**src/rtl/int_poll_pkg.sv**
```systemverilog
package int_poll_pkg;
   typedef enum logic {
      SRC_IRQ = 1'b0,
      SRC_NMI = 1'b1
   } int_src_e;

   localparam int MAX_NMI_SYNC = 4;
endpackage

```
**src/rtl/int_nmi_latch.sv**
```systemverilog
module int_nmi_latch #(
   parameter int SYNC = 0
) (
   input  logic clk,
   input  logic rst_n,
   input  logic nmi_n,
   input  logic ack,
   output logic pend
);
   logic line_s;
   logic line_prev;
   logic fall;

   generate
      if (SYNC == 0) begin : g_direct
         assign line_s = nmi_n;
      end else begin : g_sync
         logic [SYNC-1:0] chain;
         always_ff @(posedge clk or negedge rst_n) begin
            if (!rst_n) begin
               chain <= '1;
            end else begin
               chain[0] <= nmi_n;
               for (int i = 1; i < SYNC; i++) chain[i] <= chain[i-1];
            end
         end
         assign line_s = chain[SYNC-1];
      end
   endgenerate

   always_ff @(posedge clk or negedge rst_n) begin
      if (!rst_n) line_prev <= 1'b1;
      else        line_prev <= line_s;
   end

   assign fall = line_prev & ~line_s;

   always_ff @(posedge clk or negedge rst_n) begin
      if (!rst_n)   pend <= 1'b0;
      else if (fall) pend <= 1'b1;
      else if (ack)  pend <= 1'b0;
   end

   AST_NMI_EDGE_SETS: assert property (@(posedge clk) disable iff (!rst_n)
      fall |=> pend) else $error("edge lost");
   AST_NMI_HELD: assert property (@(posedge clk) disable iff (!rst_n)
      pend && !ack |=> pend) else $error("latch dropped");
   AST_NMI_NO_SELF_SET: assert property (@(posedge clk) disable iff (!rst_n)
      !pend && line_s |=> !pend) else $error("set without edge");
endmodule

```
**src/rtl/int_mask_pipe.sv**
```systemverilog
module int_mask_pipe (
   input  logic clk,
   input  logic rst_n,
   input  logic mask_flag,
   input  logic rti_load,
   input  logic poll,
   output logic mask_use
);
   logic mask_q;

   always_ff @(posedge clk or negedge rst_n) begin
      if (!rst_n)                mask_q <= 1'b1;
      else if (poll || rti_load) mask_q <= mask_flag;
   end

   assign mask_use = rti_load ? mask_flag : mask_q;

   AST_MASK_ONLY_AT_BOUNDARY: assert property (@(posedge clk) disable iff (!rst_n)
      !rti_load && !$past(rti_load) && !$past(poll) |-> $stable(mask_use))
      else $error("mask moved between boundaries");
endmodule

```
**src/rtl/int_poll_ctl.sv**
```systemverilog
module int_poll_ctl
   import int_poll_pkg::*;
#(
   parameter int NMI_SYNC = 0
) (
   input  logic clk,
   input  logic rst_n,
   input  logic irq_n,
   input  logic nmi_n,
   input  logic mask_flag,
   input  logic rti_load,
   input  logic cyc_last,
   input  logic is_branch,
   input  logic br_c2,
   input  logic nmi_ack,
   output logic int_pending,
   output logic take_int,
   output logic take_nmi
);
   initial begin
      assert (NMI_SYNC >= 0 && NMI_SYNC <= MAX_NMI_SYNC)
         else $error("NMI_SYNC out of range");
   end

   logic     poll_pt;
   logic     mask_use;
   logic     nmi_pend;
   logic     irq_ok;
   int_src_e take_src;

   // Branches poll on their second cycle only; others on their last cycle.
   assign poll_pt = is_branch ? br_c2 : cyc_last;

   int_mask_pipe u_mask (
      .clk      (clk),
      .rst_n    (rst_n),
      .mask_flag(mask_flag),
      .rti_load (rti_load),
      .poll     (poll_pt),
      .mask_use (mask_use)
   );

   int_nmi_latch #(.SYNC(NMI_SYNC)) u_nmi (
      .clk  (clk),
      .rst_n(rst_n),
      .nmi_n(nmi_n),
      .ack  (nmi_ack),
      .pend (nmi_pend)
   );

   assign irq_ok      = ~irq_n & ~mask_use;
   assign int_pending = nmi_pend | irq_ok;

   always_ff @(posedge clk or negedge rst_n) begin
      if (!rst_n) begin
         take_int <= 1'b0;
         take_src <= SRC_IRQ;
      end else begin
         take_int <= poll_pt & int_pending;
         take_src <= (poll_pt & nmi_pend) ? SRC_NMI : SRC_IRQ;
      end
   end

   assign take_nmi = (take_src == SRC_NMI);

   AST_TAKE_AT_POLL: assert property (@(posedge clk) disable iff (!rst_n)
      take_int |-> $past(poll_pt)) else $error("take off poll point");
   AST_NO_LATE_BRANCH_POLL: assert property (@(posedge clk) disable iff (!rst_n)
      is_branch && !br_c2 |=> !take_int) else $error("late branch poll");
   AST_NMI_FIRST: assert property (@(posedge clk) disable iff (!rst_n)
      take_int && $past(nmi_pend) |-> take_nmi) else $error("priority");
   AST_IRQ_UNMASKED: assert property (@(posedge clk) disable iff (!rst_n)
      take_int && !take_nmi |-> !$past(mask_use)) else $error("masked take");
   AST_SRC_WITH_TAKE: assert property (@(posedge clk) disable iff (!rst_n)
      take_nmi |-> take_int) else $error("stray source");
endmodule

```
**config.mk**
```make
export PLATFORM = sky130hd
export DESIGN_NAME = int_poll_ctl
export DESIGN_NICKNAME = d
export VERILOG_FILES = /design/src/rtl/int_poll_pkg.sv /design/src/rtl/int_nmi_latch.sv /design/src/rtl/int_mask_pipe.sv /design/src/rtl/int_poll_ctl.sv
export SDC_FILE = /design/constraint.sdc
export NUM_CORES = 1
export LEC_CHECK = 0
export BUFFER_PORTS_ARGS = -buffer_cell sky130_fd_sc_hd__buf_2
export CELL_PAD_IN_SITES_DETAIL_PLACEMENT = 1
export CELL_PAD_IN_SITES_GLOBAL_PLACEMENT = 1
export CORE_AREA = 2 2 39 41
export DETAILED_ROUTE_END_ITERATION = 7
export DIE_AREA = 0 0 41 43
export PLACE_DENSITY_LB_ADDON = 0.08
export SYNTH_ARGS = -nofsm -noshare
export SYNTH_HDL_FRONTEND = slang
export SYNTH_SLANG_ARGS = --single-unit
```
**constraint.sdc**
```tcl
create_clock -name clk -period 1 [get_ports clk]
set_input_delay 0.1 -clock clk [delete_from_list [all_inputs] [get_ports clk]]
set_output_delay 0.1 -clock clk [all_outputs]
set_load 0.02 [all_outputs]
```
# [Word level (Yosys, flattened, before mapping)]
# Cells that the tools add are included.
# Widths: inputs -> output; s select.
[word_totals] regBits=5
[op_classes] muxes=5 bitwise_logic=8 reduce_logical=2
[op_table] operator="$mux 1" n=5
[op_table] operator="$and 1x1->1" n=4
[op_table] operator="$not 1->1" n=3
[op_table] operator="$reduce_bool 2->1" n=1
[op_table] operator="$logic_or 1x1->1" n=1
[op_table] operator="$or 1x1->1" n=1

# [Logic depth before layout (Yosys ltp)]
# Gate-level depths: netlist of run 1.
[logic_depth] word_depth=5 mapped_depth=3

# [Modules after synthesis]
# From an unflattened synthesis of run 1, not the netlist that was laid out.
[hier_totals] hier_cells=17 hier_area_um2=211.5
[by_module_without_submodules] mod="int_poll_ctl" n_inst=1 cells_per_inst=8 area_per_inst_um2=87.6 seq_area_each_um2=50.0
[by_module_without_submodules] mod="int_nmi_latch" n_inst=1 cells_per_inst=5 area_per_inst_um2=71.3 seq_area_each_um2=51.3
[by_module_without_submodules] mod="int_mask_pipe" n_inst=1 cells_per_inst=4 area_per_inst_um2=52.6 seq_area_each_um2=26.3

# [Worst setup path after synthesis of run 1]
# OpenSTA, ideal clock, no wires.
[synth_timing] path_kind="flip-flop to output port" startpoint="reg u_mask.mask_q" endpoint="out int_pending" arrival_time_ns=1.088 slack_ns=-0.188 path_stages_with_launch=3 path_buffers=0 path_cell_list="dfstp_2 -> mux2_2 -> o21ai_0"
[synth_via] elab_chain_len=4
[synth_rtl] element="start, declared" line_no="int_mask_pipe.sv:9" text="logic mask_q;"
[synth_rtl] element="start signal, assigned" line_no="int_mask_pipe.sv:13" text="else if (poll || rti_load) mask_q <= mask_flag;"
[synth_rtl] element="$mux 1" line_no="int_mask_pipe.sv:16" text="assign mask_use = rti_load ? mask_flag : mask_q;"
[synth_rtl] element="$not 1->1" line_no="int_poll_ctl.sv:51" text="assign irq_ok = ~irq_n & ~mask_use;"
[synth_rtl] element="$and 1x1->1" line_no="int_poll_ctl.sv:51"
[synth_rtl] element="$or 1x1->1" line_no="int_poll_ctl.sv:52" text="assign int_pending = nmi_pend | irq_ok;"
[synth_rtl] element="end, declared" line_no="int_poll_ctl.sv:16" text="output logic int_pending,"
# Every way passes these cells.

# [Worst setup path after layout of run 1]
# Ends and elaborated chain as after synthesis.

==> results by group, run 1 <==
Route
  – DRT iter0 DRCs: 0
  – Post-route ant nets: 0
  – Routed vias: about 190
  – Drt first pass iters: 1
  – Vias/cell: around 3.6
  – DRC: 0
  – WL/cell: about 10 µm
  – Total wire length: ~500 µm

Timing
  – Period utilisation layout: 123.5%
  – Final setup violation count: 1
  – Tmin final: roughly 1200 ps
  – Slew HR: approximately 90%
  – Skew final: 1.767 ps
  – Max Clk Rate: 809.6 MHz
  – Final setup margin: -235.2 ps
  – Final Hold Fails: 0
  – Pins Over Slew Limit: 0
  – Setup TNS: -235.2 ps
  – Least-Margin Pin Slew: 183.6 ps
  – RSZ-0062 raised after global routing: true

Setup path
  – Slowest stage delay, CP: 370 ps
  – Required @ worst endpoint: around 900 ps
  – CP Data Arrival Time: 1140 ps
  – Worst-path fanout max: 2
  – Crit end category: primary output
  – Crit-path cells: mux2_4, o21ai_2, buf_6
  – Startpoint types: flip-flop
  – Start-to-end type of the worst setup path: reg2out
  – Critical-path top delay cell: dfstp_2

CTS
  – Setup Buffers After CTS: 0
  – CTS H-tree lvls: 1
  – Clock sinks: 5
  – CTS clk-pin slew, worst paths: ~40 ps
  – Clock Latency Late Sink: 240 ps
  – Clk root buf: clkbuf_4
  – CTS tree: done
  – Clock Tree Buf Depth: 2
  – CTS Buf Count: 3

Placed design
  – Placed cell areas: 297.8 µm²
  – PortBufs: 12
  – Cells after DPL: 45
  – Final Wtd Congestion: 0.5715

Global routing
  – First-pass GRT wire length: 807 µm
  – Total GRT Usage: 7.568%
  – Largest net degree at the start of global routing: 6
  – Total global routing overflow: 0
  – Vias in the first global route: between 200 and 250
  – Initial antenna violation count: 0

Layout
  – Final design instance area without fill: 354.1 µm²
  – Nets: 46
  – Most common cell after layout, fill and taps aside: buf_2
  – Area grow syn2layout: 71.52%
  – Fillers: 168
  – Commonest cells after routing, fill and taps aside: buf_2, clkbuf_4, dfrtp_1
  – Share of cells above drive strength 1: 60.00%
  – Finished Layout Cells: between 50 and 60
  – Diodes inserted: 0

Die
  – Die area: 0.001763 mm²
  – Die height: between 40 and 50 µm
  – Ports: 13
  – Core area: 0.001384 mm²
  – Initial Util: 14.92%
  – DIE WIDTH: approximately 41 µm
  – Rows: 14

Yosys
  – Post-Syn Area: 206.4 µm²
  – #FFs+latches synth: 5
  – Yosys cell types: 11
  – Syn Inst Count: 16
  – Syn_area_per_cell: 12.90 µm²
  – Seq/Total Area, Yosys: 61.82%
  – Yosys warning total: 0
  – Syn_nets: 26

Outcome
  – Status: finished, violations left
  – Violated checks: negative setup slack

Pwr
  – Maximum vdd drop: approximately 0.00028 V
  – Cell internal pwr: 0.4331 mW
  – Total Power: 0.5699 mW
  – P_sw: approximately 0.14 mW
  – Combinational share of power: a little under a fifth
  – Sw frac: approximately 24%
  – Seq pwr share: 40.5%
  – Clk pwr share: 40.6%
  – PwrDens: 1610 mW/mm²
  – Leakage: around 0.19 nW

Min path
  – Hold crit path type: in2reg

Run
  – Max Cap Viol: 0
## per-stage QoR
step | util, % | setup slack, ps | hold slack [ps]
CTS | 25.59 | -248.3 | 51.00
detailed placement | 21.52 | -1.402 | -78.80
floorplan | - | 42.43 | -195.6
global route | 25.59 | -270.8 | 55.54
finish | 25.59 | -235.2 | 53.42
global placement | 21.52 | -7.460 | -78.07
## worst max-delay path, delay by kind of cell, from the launching register on
kind / cells / cell delay (ps)
mux: 1 / 270
compound gates: 1 / 130
buf+inv: 1 / 130
flops: 1 / 370
## area by class of cell
class / count / area, µm² / area share, %
inverters: 2 / 7.507 / 2.120
repair buffers: 15 / 93.84 / 26.50
multi-input cells: 9 / 78.83 / 22.26
clock buffers: 4 / 26.28 / 7.420
flip-flops and latches: 5 / 127.6 / 36.04
well taps: 16 / 20.02 / 5.654
## cells by family after synthesis
logic type | count (synthesis) | share of synthesized area [%]
DFF | 5 | 61.82
buffers and inverters | 2 | 3.638
and+or+nand+nor | 3 | 6.670
muxes | 3 | 17.57
AOI/OAI and AO/OA | 3 | 10.30
## synth_stat cells
master	number	area share (%)
mux2_4	1	7.3
o22ai_1	1	3.0
nor2_1	2	3.6
mux2i_1	1	4.8
inv_1	2	3.6
dfrtp_1	3	36
o21ba_1	1	4.8
mux2_2	1	5.5
o21ai_0	1	2.4
nand2b_1	1	3.0
dfstp_2	2	25
## power by group through the flow
stage | clock, mW | combinational [mW] | sequential (mW)
after floorplan | 0 | 0.0403 | 0.241
after global placement | 0 | 0.0950 | 0.232
after detailed placement | 0 | 0.0941 | 0.234
after CTS | 0.245 | 0.111 | 0.231
after global routing | 0.255 | 0.120 | 0.232
final | 0.231 | 0.108 | 0.231
## state kept, by name, indices dropped and copies added, names as in the netlist
signal and count:
take_int 1, take_nmi 1, u_mask.mask_q 1, u_nmi.line_prev 1
u_nmi.pend 1
## worst paths after layout
kind / startpoint / endpoint / slack, ps / cells after the start
min in group asynchronous: rst_n / u_nmi.pend / 210 / 2
setup reg to reg: u_mask.mask_q / take_int / 10 / 3
setup / recovery: u_mask.mask_q / int_pending / -240 / 3
hold / removal: nmi_ack / u_nmi.pend / 50 / 2
hold reg to reg: u_nmi.pend / take_int / 500 / 1
max in group asynchronous: rst_n / u_mask.mask_q / 580 / 2
## timing repair
action                                 CTS  global route
endpoints found under the hold margin    6             0
gates resized for setup                  3             0
hold buffers                             2             0
setup endpoints to repair                2             2
## per-layer routing
layer | wire, µm | vias to the layer above | part of all wire, % | global-route usage, %
met5 | 0 | - | 0 | 0
met2 | 258 | 11 | 50 | 10.94
met3 | 38 | 2 | 7.4 | 0
met4 | 14 | 0 | 2.7 | 10.00
li1 | - | 90 | - | -
met1 | 198 | 82 | 39 | 8.170
(Power assumes the default switching activity.)
==> run 2: changes to the inputs <==
--- a/config.mk
+++ b/config.mk
@@ -11,7 +11,7 @@
 export CORE_AREA = 2 2 39 41
 export DETAILED_ROUTE_END_ITERATION = 7
 export DIE_AREA = 0 0 41 43
-export PLACE_DENSITY_LB_ADDON = 0.08
+export PLACE_DENSITY_LB_ADDON = 0.1
 export SYNTH_ARGS = -nofsm -noshare
 export SYNTH_HDL_FRONTEND = slang
 export SYNTH_SLANG_ARGS = --single-unit
==> results by group, run 2 (same netlist as run 1, synthesis figures left out) <==
Timing
  – Period utilisation layout: 124.0% (was 123.5%)
  – Skew final: 0.8186 ps (was 1.767 ps)
  – Least-Margin Pin Slew: 198.3 ps (was 183.6 ps)
  – Final Hold Slack: 50.45 ps (was 53.42 ps)
  – Pins Over Slew Limit: 0 (unchanged)
  – Max Clk Rate: 806.5 MHz (was 809.6 MHz)
  – RSZ-0062 raised after global routing: true (unchanged)
  – Setup TNS: -403.4 ps (was -235.2 ps)
  – Final setup violation count: 2 (was 1)
  – Slew HR: 86.40% (was 87.41%)
  – Final setup margin: -239.9 ps (was -235.2 ps)
  – Tmin final: 1240 ps (was 1235 ps)
  – Final Hold Fails: 0 (unchanged)

Layout
  – Final design instance area without fill: 375.4 µm² (was 354.1 µm²)
  – Share of cells above drive strength 1: 64.86% (was 60.00%)
  – Commonest cells after routing, fill and taps aside: buf_2, clkbuf_4, dfrtp_1 (unchanged)
  – Fillers: 168 (unchanged)
  – Nets: 48 (was 46)
  – Multi-input gate area: 81.33 µm² (was 78.83 µm²)
  – Diodes inserted: 0 (unchanged)
  – Finished Layout Cells: 53 (was 51)
  – Most common cell after layout, fill and taps aside: buf_2 (unchanged)
  – Final design utilization: 27.12% (was 25.59%)
  – Area grow syn2layout: 81.82% (was 71.52%)
  – Reg area: 127.6 µm² (unchanged)

Run
  – Max Cap Viol: 0 (unchanged)

Pwr
  – Leakage: 0.2003 nW (was 0.1895 nW)
  – Maximum vdd drop: 0.0003260 V (was 0.0002809 V)
  – Total Power: 0.5898 mW (was 0.5699 mW)
  – PwrDens: 1571 mW/mm² (was 1610 mW/mm²)

Die
  – DIE WIDTH: 41 µm (unchanged)
  – Initial Util: 14.92% (unchanged)
  – Die area: 0.001763 mm² (unchanged)
  – Core area: 0.001384 mm² (unchanged)
  – Rows: 14 (unchanged)
  – Die height: 43 µm (unchanged)
  – Ports: 13 (unchanged)

Global routing
  – Vias in the first global route: 220 (was 216)
  – Largest net degree at the start of global routing: 6 (unchanged)
  – First-pass GRT wire length: 821 µm (was 807 µm)
  – Total GRT Usage: 7.452% (was 7.568%)
  – Initial antenna violation count: 0 (unchanged)
  – Total global routing overflow: 0 (unchanged)

Placed design
  – Cells after DPL: 45 (unchanged)
  – DP Wirelength: 392.5 µm
  – Placed cell areas: 297.8 µm² (unchanged)
  – PortBufs: 12 (unchanged)
  – Place WS: -4.349 ps (was -1.402 ps)
  – Final Wtd Congestion: 0.6267 (was 0.5715)

Setup path
  – Crit end category: primary output (unchanged)
  – Required @ worst endpoint: 900 ps (about the same)
  – Worst-path fanout max: 2 (unchanged)
  – CP Data Arrival Time: 1140 ps (about the same)
  – Startpoint types: flip-flop (unchanged)
  – Start-to-end type of the worst setup path: reg2out (unchanged)

Route
  – Vias/cell: 3.547 (was 3.627)
  – Routed vias: 188 (was 185)
  – Total wire length: 520 µm (was 511 µm)
  – Post-route ant nets: 0 (unchanged)
  – DRT iter0 DRCs: 1 (was 0)
  – DRC: 0 (unchanged)
  – Drt first pass iters: 2 (was 1)
  – WL/cell: 9.811 µm (was 10.02 µm)

Outcome
  – Status: finished, violations left (unchanged)
  – Violated checks: negative setup slack (unchanged)

CTS
  – Clk root buf: clkbuf_4 (unchanged)
  – CTS tree: done (unchanged)
  – Clock sinks: 5 (unchanged)
  – CTS Buf Count: 3 (unchanged)
  – CTS H-tree lvls: 1 (unchanged)
  – CTS clk-pin slew, worst paths: 40 ps (about the same)
  – Clock Tree Buf Depth: 2 (unchanged)
  – Clock Latency Late Sink: 240 ps (about the same)

Min path
  – Hold crit path type: in2reg (unchanged)
run 2: path summary, 6_finish.rpt:
| check | startpoint | to | slack [ps] | depth (start not counted) |
|---|---|---|---|---|
| worst min-delay path | nmi_ack | u_nmi.pend | 50 | 2 |
| worst max register to register | u_mask.mask_q | take_int | -160 | 5 |
| worst min register to register | u_nmi.line_prev | u_nmi.pend | 520 | 2 |
| min in group asynchronous | rst_n | take_int | 200 | 2 |
| worst max-delay path | u_mask.mask_q | int_pending | -240 | 3 |
| max in group asynchronous | rst_n | u_mask.mask_q | 590 | 2 |
run 2: critical path: stages (launching register included):
cell and delay, ps:
dfstp_2 370, mux2_4 270, o21ai_2 130, buf_6 130
run 2: what timing repair did:
action	in CTS	in global routing
hold endpoints to repair	6	0
buffers inserted	1	1
pin swaps	1	1
endpoints found under the setup margin	2	2
hold buffers	2	0
resized for setup	4	1
run 2: area by class of cell:
cell class | count | share of cell area (%)
sequential | 5 | 34.00
timing repair buffer | 17 | 30.00
multi-input combinational | 9 | 21.67
clock buffer | 4 | 7.000
tap | 16 | 5.333
inverter | 2 | 2.000
run 2: per-layer routing:
layer	vias up	GRT usage, %	part of all wire [%]
li1	94	-	-
met1	85	8.766	44
met2	9	10.00	47
met3	0	0	8.8
met4	0	10.00	0
met5	-	0	0
run 2: report_power, final:
group | total, mW | switching, mW | internal (mW) | leakage, nW
Clock | 0.235 | 0.0841 | 0.151 | 0.0150
Combinational | 0.124 | 0.0534 | 0.0705 | 0.126
Sequential | 0.231 | 0.00695 | 0.224 | 0.0590
Total | 0.590 | 0.144 | 0.445 | 0.200
